## src/rtl/feac_pkg.sv

```systemverilog
package feac_pkg;
  typedef enum logic {HUNT, LOCK} feacState_e;

  typedef struct packed {
    logic shiftEn;
    logic frameDone;
  } feacCtrl_t;
endpackage

```

## src/rtl/feac_control.sv

```systemverilog
module feac_control
  import feac_pkg::*;
#(
  parameter int MARK_W = 8,
  parameter int CODE_W = 6
) (
  input  logic      clk,
  input  logic      rst,
  input  logic      bitValid,
  input  logic      bitIn,
  input  logic      frameOk,
  output feacCtrl_t ctrl
);
  localparam int WORD_W = MARK_W + CODE_W + 2;
  localparam int BIT_W  = $clog2(WORD_W);
  localparam int ONE_W  = $clog2(MARK_W + 1);
  localparam logic [BIT_W-1:0] LAST_BIT  = BIT_W'(WORD_W - 1);
  localparam logic [BIT_W-1:0] LOCK_POS  = BIT_W'(MARK_W + 1);
  localparam logic [ONE_W-1:0] ONES_FULL = ONE_W'(MARK_W);

  feacState_e       state;
  logic [BIT_W-1:0] bitCnt;
  logic [ONE_W-1:0] onesCnt;

  always_comb begin
    ctrl.shiftEn   = bitValid;
    ctrl.frameDone = bitValid && (state == LOCK) && (bitCnt == LAST_BIT);
  end

  always_ff @(posedge clk) begin
    if (rst) begin
      state   <= HUNT;
      bitCnt  <= '0;
      onesCnt <= '0;
    end else if (bitValid) begin
      if (state == HUNT) begin
        if (bitIn) begin
          if (onesCnt != ONES_FULL) onesCnt <= onesCnt + 1'b1;
        end else begin
          if (onesCnt == ONES_FULL) begin
            state  <= LOCK;
            bitCnt <= LOCK_POS;
          end
          onesCnt <= '0;
        end
      end else begin
        if (bitCnt == LAST_BIT) begin
          bitCnt <= '0;
          if (!frameOk) begin
            state   <= HUNT;
            onesCnt <= '0;
          end
        end else begin
          bitCnt <= bitCnt + 1'b1;
        end
      end
    end
  end


  lock_entry_chk: assert property (@(posedge clk) disable iff (rst)
    (state == LOCK && $past(state) == HUNT) |-> ($past(bitValid) && !$past(bitIn)));


  lock_pos_chk: assert property (@(posedge clk) disable iff (rst)
    $rose(state == LOCK) |-> (bitCnt == LOCK_POS));


  idle_hold_chk: assert property (@(posedge clk) disable iff (rst)
    !bitValid |=> ($stable(bitCnt) && $stable(onesCnt)));

  hunt_bound_chk: assert property (@(posedge clk) disable iff (rst)
    onesCnt <= ONES_FULL);
endmodule

```

## src/rtl/feac_datapath.sv

```systemverilog
module feac_datapath
  import feac_pkg::*;
#(
  parameter int MARK_W = 8,
  parameter int CODE_W = 6,
  parameter int REPEAT = 4
) (
  input  logic              clk,
  input  logic              rst,
  input  logic              bitIn,
  input  feacCtrl_t         ctrl,
  output logic              frameOk,
  output logic [CODE_W-1:0] codeOut,
  output logic              codeStrobe
);
  localparam int WORD_W = MARK_W + CODE_W + 2;
  localparam int CNT_W  = $clog2(REPEAT + 1);
  localparam logic [CNT_W-1:0] REP_MAX = CNT_W'(REPEAT);

  logic [WORD_W-1:0] shReg, win;
  logic [CODE_W-1:0] lastCode, newCode;
  logic [CNT_W-1:0]  matchCnt, nextCnt;
  logic              sameCode, fire;

  always_comb begin
    win      = {bitIn, shReg[WORD_W-1:1]};
    newCode  = win[MARK_W+CODE_W -: CODE_W];
    frameOk  = (&win[MARK_W-1:0]) & ~win[MARK_W] & ~win[WORD_W-1];
    sameCode = (matchCnt != '0) && (newCode == lastCode);
    if (!sameCode)               nextCnt = CNT_W'(1);
    else if (matchCnt == REP_MAX) nextCnt = matchCnt;
    else                          nextCnt = matchCnt + 1'b1;
    fire = ctrl.frameDone && frameOk && (nextCnt == REP_MAX)
           && !(sameCode && (matchCnt == REP_MAX));
  end

  always_ff @(posedge clk) begin
    if (rst) begin
      shReg      <= '0;
      lastCode   <= '0;
      matchCnt   <= '0;
      codeOut    <= '1;
      codeStrobe <= 1'b0;
    end else begin
      codeStrobe <= fire;
      if (ctrl.shiftEn) shReg <= win;
      if (ctrl.frameDone) begin
        if (!frameOk) begin
          matchCnt <= '0;
        end else begin
          matchCnt <= nextCnt;
          lastCode <= newCode;
        end
      end
      if (fire) codeOut <= newCode;
    end
  end


  strobe_single_chk: assert property (@(posedge clk) disable iff (rst)
    codeStrobe |=> !codeStrobe);


  code_hold_chk: assert property (@(posedge clk) disable iff (rst)
    !codeStrobe |-> (codeOut == $past(codeOut)));


  strobe_count_chk: assert property (@(posedge clk) disable iff (rst)
    codeStrobe |-> (matchCnt == REP_MAX));


  match_bound_chk: assert property (@(posedge clk) disable iff (rst)
    matchCnt <= REP_MAX);
endmodule

```

## src/rtl/feac_receiver.sv

```systemverilog
module feac_receiver
  import feac_pkg::*;
#(
  parameter int MARK_W = 8,
  parameter int CODE_W = 6,
  parameter int REPEAT = 4
) (
  input  logic              clk,
  input  logic              rst,
  input  logic              bitValid,
  input  logic              bitIn,
  output logic [CODE_W-1:0] codeOut,
  output logic              codeStrobe
);
  feacCtrl_t ctrl;
  logic      frameOk;

  feac_control #(.MARK_W(MARK_W), .CODE_W(CODE_W)) ctrl_i (
    .clk(clk), .rst(rst), .bitValid(bitValid), .bitIn(bitIn),
    .frameOk(frameOk), .ctrl(ctrl)
  );

  feac_datapath #(.MARK_W(MARK_W), .CODE_W(CODE_W), .REPEAT(REPEAT)) dp_i (
    .clk(clk), .rst(rst), .bitIn(bitIn), .ctrl(ctrl),
    .frameOk(frameOk), .codeOut(codeOut), .codeStrobe(codeStrobe)
  );


  reset_value_chk: assert property (@(posedge clk)
    $past(rst) |-> (codeOut == '1 && !codeStrobe));
endmodule

```

## config.mk

```make
export PLATFORM = sky130hd
export DESIGN_NAME = feac_receiver
export DESIGN_NICKNAME = d
export VERILOG_FILES = /design/src/rtl/feac_pkg.sv /design/src/rtl/feac_control.sv /design/src/rtl/feac_datapath.sv /design/src/rtl/feac_receiver.sv
export SDC_FILE = /design/constraint.sdc
export NUM_CORES = 1
export LEC_CHECK = 0
export ABC_AREA = 1
export CELL_PAD_IN_SITES_DETAIL_PLACEMENT = 0
export CELL_PAD_IN_SITES_GLOBAL_PLACEMENT = 1
export CORE_ASPECT_RATIO = 0.7
export CORE_MARGIN = 2
export CORE_UTILIZATION = 43
export CTS_CLUSTER_SIZE = 30
export DETAILED_ROUTE_END_ITERATION = 7
export PLACE_DENSITY_LB_ADDON = 0.25
export SYNTH_ARGS = -nofsm -noshare
export SYNTH_HDL_FRONTEND = slang
export SYNTH_HIERARCHICAL = 1
export SYNTH_SLANG_ARGS = --single-unit
```

## constraint.sdc

```tcl
create_clock -name clk -period 2.35 [get_ports clk]
set_clock_uncertainty 0.1 [all_clocks]
set_input_delay 0.5875 -clock clk [delete_from_list [all_inputs] [get_ports clk]]
set_output_delay 0.5875 -clock clk [all_outputs]
set_load 0.005 [all_outputs]
```

==> metrics, run 1 <==
status finished, final reports clean; CP Cell Sequence clkdlybuf4s50_1, nand2_1, nor2_1, inv_1, nor2_1, nand4_2, nand2_1, nand3_1; CTS max path bufs 2; die span in y 61.96 um; CP max-delay cell clkdlybuf4s50_1; # diodes 0; WP data arrival 2.06 ns; WL met2 1600 um; DRT met1 WL 2405 um; Slew Limit Headroom 79.20%; pre-CTS setup slack 0.007923 ns; Synth Area in XOR/XNOR 0%; final WL 4160 um; pin count of the biggest net entering global routing 29; Clk Latency, worst-skew pair 0.29 ns; H-Tree Depth 2; max-cap viol count 0; initial antenna violation count 0; Leak just over 1 nW; Simple-Gate Fraction of Synth Area 33.60%; fin crit period between 1.5 and 2 ns; final total power 1.507 mW; WL met3 111 um; syn nets 297; Rows 21; Worst setup EP type flip-flop; Detailed Place HPWL 3081 um; fmax 0.5041 GHz; register area share after synthesis 38.81%; Yosys reg bits 40; largest family of logic cells by synthesized area simple AND/OR/NAND/NOR gates; CP max FO 7; HP Class reg2reg; TNS Setup 0 ns; clock sinks 40; highest metal used met4; First-pass DRT Iterations 4; Starting Density 43.87%; vias per inst 4.744; mux cell area share after synthesis 0%; Crit path required time 2.43 ns; gpl congestion 0.7889; first-pass GRT wire length approximately 7000 um; DRC 0; vias in the first global route 1514; die area 0.005377 mm2; Synth cell types 30; WHS 0.3732 ns; CTS Hold Bufs 0; Netlist Area Pre-Place 0.002063 mm2; Area Growth Syn to Fin 15.52%; grt total ovfl 0; RSZ-0062 raised after global routing false; fin util 50.68%; largest cells by area after synthesis dfxtp_1 (39%), nand2_1 (11%), nor2_1 (6.4%), inv_1 (5.6%), a21oi_1 (4.4%); CTS tree yes; Port-buffer cells 10; PD cells 632.1 mW/mm2; drt wl/cell between 10 and 15 um; Syn Inst Count 288; fin. max-slew vios 0; CP Class in2reg; total CTS buffers 5; nets around 320; Synth top area share 38.81%; Final Hold Violating Endpoints 0; Yosys warning count 6; CP Launch Type input pin; final critical-path setup slack 0.3663 ns; Post-CTS Resized 0; R2R depth 6; GRT Overall Usage 17.22%; IR drop worst, VDD 0.3190 mV; Post-CTS Setup Repair Bufs 0; crit-path max cell delay 0.48 ns; fraction of layout cells with a size suffix above 1 17.65%; Iter 0 DRT Violations 86; CP Depth 8; Clock Pin Slew Worst Setup and Hold Paths approximately 0.080 ns; DRT antenna net count 0; Synth area leader dfxtp_1; # setup viols final 0; Bufs and invs on worst path 2; Crit path max-delay family simple AND/OR/NAND/NOR gates; compound-cell area share of the yosys netlist 15.52%; via count 1722; core area 0.004703 mm2; Adder-Cell Fraction of Synth Area approximately 3%; WHS Path Cells 2; measured slew at the worst slew-check pin ~0.31 ns; Boundary Pins 11; clk root buf clkbuf_8; Final period util 84.41%; Chip Width 86.79 um; Mean Syn Cell Area 7.164 um2
[layer usage]
layer  vias up  GRT usage (%)
met2        15          24.54
met5         -              0
met1       743          25.48
met3         5          4.359
li1        959              -
met4         0          5.357
[power by group]
part | total (mW) | leakage [nW] | switching (mW) | internal [mW]
Clock | 0.657 | 0.0642 | 0.239 | 0.418
Sequential | 0.724 | 0.326 | 0.0239 | 0.700
Combinational | 0.126 | 0.638 | 0.0776 | 0.0482
Total | 1.51 | 1.03 | 0.340 | 1.17
[sequential cells by signal, indices dropped and copies added (netlist names)]
register         flops
dp_i/lastCode        6
dp_i/codeOut         6
dp_i/codeStrobe      1
ctrl_i/bitCnt        4
ctrl_i/onesCnt       4
dp_i/matchCnt        3
dp_i/shReg          15
ctrl_i/state         1
[synth_stat cells (all sizes together)]
cell type,instances
nor2,46
a21oi,23
clkbuf,3
buf,4
o21bai,1
nor3,2
nand3,19
dfxtp,40
nand2,68
a211oi,2
inv,39
o21ai,26
o211ai,1
ha,5
nand4,9
[worst paths after layout]
path                         start               end  slack [ns]
setup / recovery          bitValid   dp_i/codeOut[1]        0.37
hold / removal    dp_i/lastCode[5]  dp_i/lastCode[5]        0.37
setup reg to reg  dp_i/matchCnt[0]   dp_i/codeOut[1]        0.48
hold reg to reg   dp_i/lastCode[5]  dp_i/lastCode[5]        0.37
[cells by family (layout without fill, tap and decap cells)]
kind of cell    after synthesis  after routing
simple gates                144            144
flops                        40             40
compound gates               53             53
buf+inv                      46             64
fa+ha+maj                     5              5
[tightest hold or removal path, stage by stage (launching register included)]
cell	delay, ns
dfxtp_1	0.31
inv_1	0.06
a21oi_1	0.06
[stage by stage]
stage	instance area (um2)	std cells
global placement	2255	356
finish	2384	363
floorplan	2063	288
global route	2384	363
CTS	2384	363
detailed placement	2255	356
[cells in the final DEF (no fill, tap or decap), types with 2 or more instances in the layout]
cell type and n:
bufinv_16 2, nor2_2 7, nand3_2 2, nand2_1 60, a21oi_2 4, ha_1 5, nor2_1 35, clkdlybuf4s50_1 10
nand3_1 17, buf_4 8, a21oi_1 18, nand2_2 8, inv_1 31, o21ai_0 17, nor2_4 3, o21ai_1 7
inv_2 8, dfxtp_1 40, nand4_1 8, clkbuf_8 5, a211oi_1 2
[cell type report]
type	instances	area, um2
fill	464	2320
multi-input combinational	202	1076
sequential	40	800.8
timing repair buffer	18	160.2
inverter	39	146.4
tap	57	71.32
clock buffer	5	68.82
clock inverter	2	60.06
(Power assumes the default switching activity.)
==> inputs of run 2 (changes only) <==
==> constraint.sdc (replaced) <==
create_clock -name clk -period 1.9 [get_ports clk]
set_clock_uncertainty 0.1 [all_clocks]
set_input_delay 0.475 -clock clk [delete_from_list [all_inputs] [get_ports clk]]
set_output_delay 0.475 -clock clk [all_outputs]
set_load 0.005 [all_outputs]
==> run 2 against run 1 <==
Hold slack worse by 0.0027 ns. Final cell count up 2.2%. First-iteration DRC count down 9.3%. Sequential power up 24%. Critical path depth up 1. Largest power group unchanged. Core utilization up 0.82 points. Global-route usage up 0.35 points. Sequential share of layout area down 0.49 points. Setup slack worse by 0.22 ns.
==> metrics, run 2 (synthesized netlist as in run 1, its figures left out) <==
status finished, final reports clean (unchanged); Port-buffer cells 10 (unchanged); most frequent cells in the layout nand2_1 (60), dfxtp_1 (39), nor2_1 (33) (was nand2_1 (60), dfxtp_1 (40), nor2_1 (35)); HP Class reg2reg (unchanged); Area Growth Syn to Fin 17.40% (was 15.52%); commonest non-fill, non-tap cell in the layout nand2_1 (unchanged); Iter 0 DRT Violations 78 (was 86); CP max FO 7 (unchanged); cell area after layout 0.002422 mm2 (was 0.002384 mm2); Rows 21 (unchanged); Slew Limit Headroom 79.12% (was 79.20%); first-pass GRT wire length 7272 um (was 7079 um); nets 323 (was 315); Leak 1.053 nW (was 1.029 nW); Starting Density 43.87% (unchanged); CP Cell Sequence clkdlybuf4s50_1, nand2_1, nor2_2, buf_4, inv_1, nor2_2, nand4_4, nand2_1, nand3_1 (was clkdlybuf4s50_1, nand2_1, nor2_1, inv_1, nor2_1, nand4_2, nand2_1, nand3_1); fraction of layout cells with a size suffix above 1 20.70% (was 17.65%); core area 0.004703 mm2 (unchanged); CP max-delay cell clkdlybuf4s50_1 (unchanged); CTS max path bufs 2 (unchanged); drt wl/cell 11.55 um (was 11.46 um); grt total ovfl 0 (unchanged); clock sinks 40 (unchanged); Worst setup EP type flip-flop (unchanged); Final period util 92.38%; max-cap viol count 0 (unchanged); CP Launch Type input pin (unchanged); PD cells 660.0 mW/mm2 (was 632.1 mW/mm2); max reg flops 15 (unchanged); die span in y 61.96 um (unchanged); fmax 0.5698 GHz; die area 0.005377 mm2 (unchanged); GRT Overall Usage 17.57% (was 17.22%); clk root buf clkbuf_8 (unchanged); Cell Area, Placed 0.002320 mm2 (was 0.002255 mm2); Biggest register dp_i/shReg (unchanged); crit-path max cell delay 0.48 ns (about the same); measured slew at the worst slew-check pin 0.3120 ns (was 0.3111 ns); DRT antenna net count 0 (unchanged); worst hold path startpoint dp_i/lastCode[3] (was dp_i/lastCode[5]); Clock Pin Slew Worst Setup and Hold Paths 0.08 ns (about the same); CP Class in2reg (unchanged); Boundary Pins 11 (unchanged); # diodes 0 (unchanged); vias per inst 4.790 (was 4.744); Detailed Place HPWL 3151 um (was 3081 um); # setup viols final 0 (unchanged); Chip Width 86.79 um (unchanged); fin. max-slew vios 0 (unchanged); gpl congestion 0.8173 (was 0.7889); CTS tree yes (unchanged); First-pass DRT Iterations 4 (unchanged); pin count of the biggest net entering global routing 29 (unchanged); WP data arrival 1.83 ns (was 2.06 ns); Crit path required time 1.97 ns (was 2.43 ns); IR drop worst, VDD 0.3916 mV (was 0.3190 mV); fin crit period 1.755 ns; Regs by FF count dp_i/shReg x15, dp_i/codeOut x6, dp_i/lastCode x6 (unchanged); final total power 1.599 mW (was 1.507 mW); total CTS buffers 5 (unchanged); vias in the first global route 1538 (was 1514); Clk Latency, worst-skew pair 0.29 ns (about the same); Crit path max-delay family simple AND/OR/NAND/NOR gates (unchanged); initial antenna violation count 0 (unchanged); DRC 0 (unchanged); Final Hold Violating Endpoints 0 (unchanged); final WL 4285 um (was 4160 um); via count 1777 (was 1722); Crit. Startpoint bitValid (unchanged); RR Startpoint dp_i/matchCnt[0] (unchanged); H-Tree Depth 2 (unchanged); Bufs and invs on worst path 3 (was 2)
-- run 2: changes by cell type in the layout (fill, tap and decap cells not counted), moves of 2 or more --
cell       previous run  this run
buf_4                 8        15
nor2_2                7         9
bufinv_16             2         0
nor2_1               35        33
-- run 2: final timing paths --
| kind | endpoint | slack (ns) | cells past startpoint |
|---|---|---|---|
| worst min-delay path | dp_i/lastCode[3] | 0.37 | 2 |
| worst min register to register | dp_i/lastCode[3] | 0.37 | 2 |
| worst max register to register | dp_i/codeOut[5] | 0.15 | 10 |
| worst max-delay path | dp_i/codeOut[5] | 0.14 | 9 |
-- run 2: repair_timing --
action,in CTS,in global routing
setup buffers,0,1
setup endpoints to repair,0,15
hold buffers,0,0
gates resized for setup,0,5
-- run 2: stage by stage --
step                cells  utilization [%]  setup slack, ns  setup TNS [ns]  hold slack (ns)
global route          371            51.50         -0.01385        -0.03760           0.3909
finish                371            51.50           0.1449               0           0.3705
CTS                   370            50.97          0.02521               0           0.3744
floorplan             288                -           0.2831               0           0.3434
global placement      363            49.32          -0.2076          -3.382           0.3612
detailed placement    363            49.32          -0.2856          -4.257           0.3632
-- run 2: cell type report --
type	instances	area [um2]
Timing Repair Buffer	26	232.7
Inverter	39	146.4
Multi-Input combinational cell	202	1092
Clock buffer	6	72.57
Tap cell	57	71.32
Sequential cell	40	802.0
Fill cell	499	2281
Clock inverter	1	5.005
-- run 2: routing by layer --
layer	GRT usage (%)	wire length [um]	vias to the layer above
met4	5.357	38	0
met1	27.20	2451	774
met5	0	0	-
li1	-	-	978
met3	3.963	133	5
met2	23.88	1661	20
-- run 2: tightest hold or removal path, stage by stage (launching register included) --
cell	delay (ns)
dfxtp_1	0.31
inv_1	0.06
a21oi_1	0.06
-- run 2: where the power goes --
group          leakage [nW]  internal [mW]  switching (mW)
sequential            0.327          0.866          0.0282
clock                0.0410          0.250           0.286
combinational         0.685         0.0685          0.0998
total                  1.05           1.18           0.414
==> inputs of run 3 (changes only) <==
--- a/config.mk
+++ b/config.mk
@@ -14,6 +14,7 @@
 export CTS_CLUSTER_SIZE = 30
 export DETAILED_ROUTE_END_ITERATION = 7
 export PLACE_DENSITY_LB_ADDON = 0.25
+export RECOVER_POWER = 100
 export SYNTH_ARGS = -nofsm -noshare
 export SYNTH_HDL_FRONTEND = slang
 export SYNTH_HIERARCHICAL = 1
==> run 3 against run 2 <==
Sequential power barely moved. Critical path depth decreased by 8. Largest power group unchanged. Setup slack got worse by 0.032 ns. Largest cell class unchanged. Sequential share of layout area increased by 0.14 points. Final area shrank 0.41%. First-iteration DRC count grew 2.6%. Hold slack is essentially flat.
==> metrics, run 3 (synthesized netlist as in run 1, its figures left out) <==
Crit path required time 1.32 ns (was 1.97 ns); Setup crit end codeOut[3] (was dp_i/codeOut[5]); crit-path max cell delay 0.58 ns (was 0.48 ns); die span in y 61.96 um (unchanged); Regs by FF count dp_i/shReg x15, dp_i/codeOut x6, dp_i/lastCode x6 (unchanged); pin count of the biggest net entering global routing 29 (unchanged); vias in the first global route 1538 (unchanged); CTS Hold Bufs 0 (unchanged); final critical-path setup slack 0.1130 ns (was 0.1449 ns); core area 0.004703 mm2 (unchanged); pre-CTS setup slack -0.2856 ns (unchanged); CTS max path bufs 2 (unchanged); # diodes 0 (unchanged); Final period util 94.05% (was 92.38%); RR Startpoint dp_i/matchCnt[0] (unchanged); fmax 0.5596 GHz (was 0.5698 GHz); IR drop worst, VDD 0.3912 mV (was 0.3916 mV); status finished, final reports clean (unchanged); Leak 1.035 nW (was 1.053 nW); worst reg-to-reg setup slack 0.15 ns (about the same); Rows 21 (unchanged); gpl congestion 0.8173 (unchanged); final WL 4286 um (was 4285 um); grt total ovfl 0 (unchanged); CP Class reg2out (was in2reg); DRC 0 (unchanged); Crit path max-delay family buffers and inverters (was simple AND/OR/NAND/NOR gates); Crit. Startpoint dp_i/codeOut[3] (was bitValid); measured slew at the worst slew-check pin 0.3469 ns (was 0.3120 ns); fin util 51.29% (was 51.50%); Chip Width 86.79 um (unchanged); CP max-delay cell dlygate4sd3_1 (was clkdlybuf4s50_1); first-pass GRT wire length 7272 um (unchanged); # setup viols final 0 (unchanged); Clk Latency, worst-skew pair 0.29 ns (about the same); fin. max-slew vios 0 (unchanged); HP Class reg2reg (unchanged); Area Growth Syn to Fin 16.92% (was 17.40%); drt wl/cell 11.55 um (about the same); Bufs and invs on worst path 1 (was 3); cell area after layout 0.002412 mm2 (was 0.002422 mm2); CP Launch Type flip-flop (was input pin); GRT Overall Usage 17.57% (unchanged); max reg flops 15 (unchanged); initial antenna violation count 0 (unchanged); clock sinks 40 (unchanged); Iter 0 DRT Violations 80 (was 78); Final Hold Violating Endpoints 0 (unchanged); PD cells 662.6 mW/mm2 (was 660.0 mW/mm2); fill count 504 (was 499); Biggest register dp_i/shReg (unchanged); CTS tree yes (unchanged); Worst setup EP type output pin (was flip-flop); Starting Density 43.87% (unchanged); total CTS buffers 5 (unchanged); Slew Limit Headroom 76.72% (was 79.12%); CP Depth 1 (was 9); Cell Area, Placed 0.002320 mm2 (unchanged); CP max FO 2 (was 7); First-pass DRT Iterations 4 (unchanged); H-Tree Depth 2 (unchanged); fin crit period 1.787 ns (was 1.755 ns); CP Cell Sequence dlygate4sd3_1 (was clkdlybuf4s50_1, nand2_1, nor2_2, buf_4, inv_1, nor2_2, nand4_4, nand2_1, nand3_1); fraction of layout cells with a size suffix above 1 19.75% (was 20.70%); Clock Pin Slew Worst Setup and Hold Paths 0.08 ns (about the same); max-cap viol count 0 (unchanged); commonest non-fill, non-tap cell in the layout nand2_1 (unchanged); vias per inst 4.782 (was 4.790); WP data arrival 1.21 ns (was 1.83 ns); Port-buffer cells 10 (unchanged); Boundary Pins 11 (unchanged); most frequent cells in the layout nand2_1 (60), dfxtp_1 (39), nor2_1 (34) (was nand2_1 (60), dfxtp_1 (39), nor2_1 (33)); die area 0.005377 mm2 (unchanged); FF-to-FF End dp_i/codeOut[5] (unchanged); Detailed Place HPWL 3151 um (unchanged); R2R depth 10 (unchanged); via count 1774 (was 1777); nets 323 (unchanged); clk root buf clkbuf_8 (unchanged); DRT antenna net count 0 (unchanged)
==> run 3: cell count changes in the layout (fill, tap and decap cells not counted), sizes merged <==
cell / before / now
buf: 16 / 15
dlygate4sd3: 0 / 7
clkdlybuf4s50: 10 / 3
clkbuf: 6 / 7
==> run 3: how the worst min path moves through the flow <==
stage,slack (ns),cells past startpoint,start,end
6_report,0.37,2,dp_i/lastCode[3],dp_i/lastCode[3]
5_1_grt,0.39,2,dp_i/lastCode[3],dp_i/lastCode[3]
4_1_cts,0.37,2,dp_i/lastCode[3],dp_i/lastCode[3]
3_5_place_dp,0.36,2,dp_i/lastCode[3],dp_i/lastCode[3]
3_3_place_gp,0.36,2,dp_i/lastCode[1],dp_i/lastCode[1]
2_1_floorplan,0.34,2,dp_i/lastCode[1],dp_i/lastCode[1]
==> run 3: report_power, final <==
group | internal, mW | leakage [nW] | switching [mW]
Combinational | 0.0680 | 0.667 | 0.0988
Sequential | 0.866 | 0.327 | 0.0282
Clock | 0.250 | 0.0410 | 0.287
==> run 3: worst register-to-register path, cell delays in order (launching register included) <==
cell	delay [ns]
dfxtp_1	0.41
inv_2	0.09
ha_1	0.22
nand2_2	0.09
inv_2	0.03
nor2_1	0.09
nand2_1	0.06
nor2_1	0.20
nand4_4	0.19
nand2_1	0.10
nand3_1	0.07
==> run 3: area by class of cell <==
cell class | instances | area [um2] | area share [%]
multi-input cells | 202 | 1086 | 45.02
clock buffers | 6 | 72.57 | 3.008
inverters | 39 | 146.4 | 6.068
clock inverters | 1 | 5.005 | 0.2075
flip-flops and latches | 40 | 802.0 | 33.25
well taps | 57 | 71.32 | 2.956
repair buffers | 26 | 229.0 | 9.492
==> run 3: timing repair <==
item	4_1_cts	5_1_grt
endpoints found under the hold margin	0	0
gates resized for setup	0	5
endpoints found under the setup margin	0	15
setup buffers	0	1
==> run 3: layer usage <==
metal  GRT usage, %  vias to the layer above  wire length, um
li1               -                      979                -
met1          27.20                      770             2447
met2          23.88                       20             1666
met3          3.963                        5              134
met4          5.357                        0               38
met5              0                        -                0
==> run 3: metrics by stage <==
step | hold WS (ns) | power (mW) | TNS (ns) | instances
after detailed placement | 0.3632 | 1.083 | -4.257 | 363
after floorplan | 0.3434 | 1.027 | 0 | 288
final | 0.3707 | 1.598 | 0 | 371
after global placement | 0.3612 | 1.081 | -3.382 | 363
after CTS | 0.3744 | 1.621 | 0 | 370
after global routing | 0.3909 | 1.682 | -0.03756 | 371
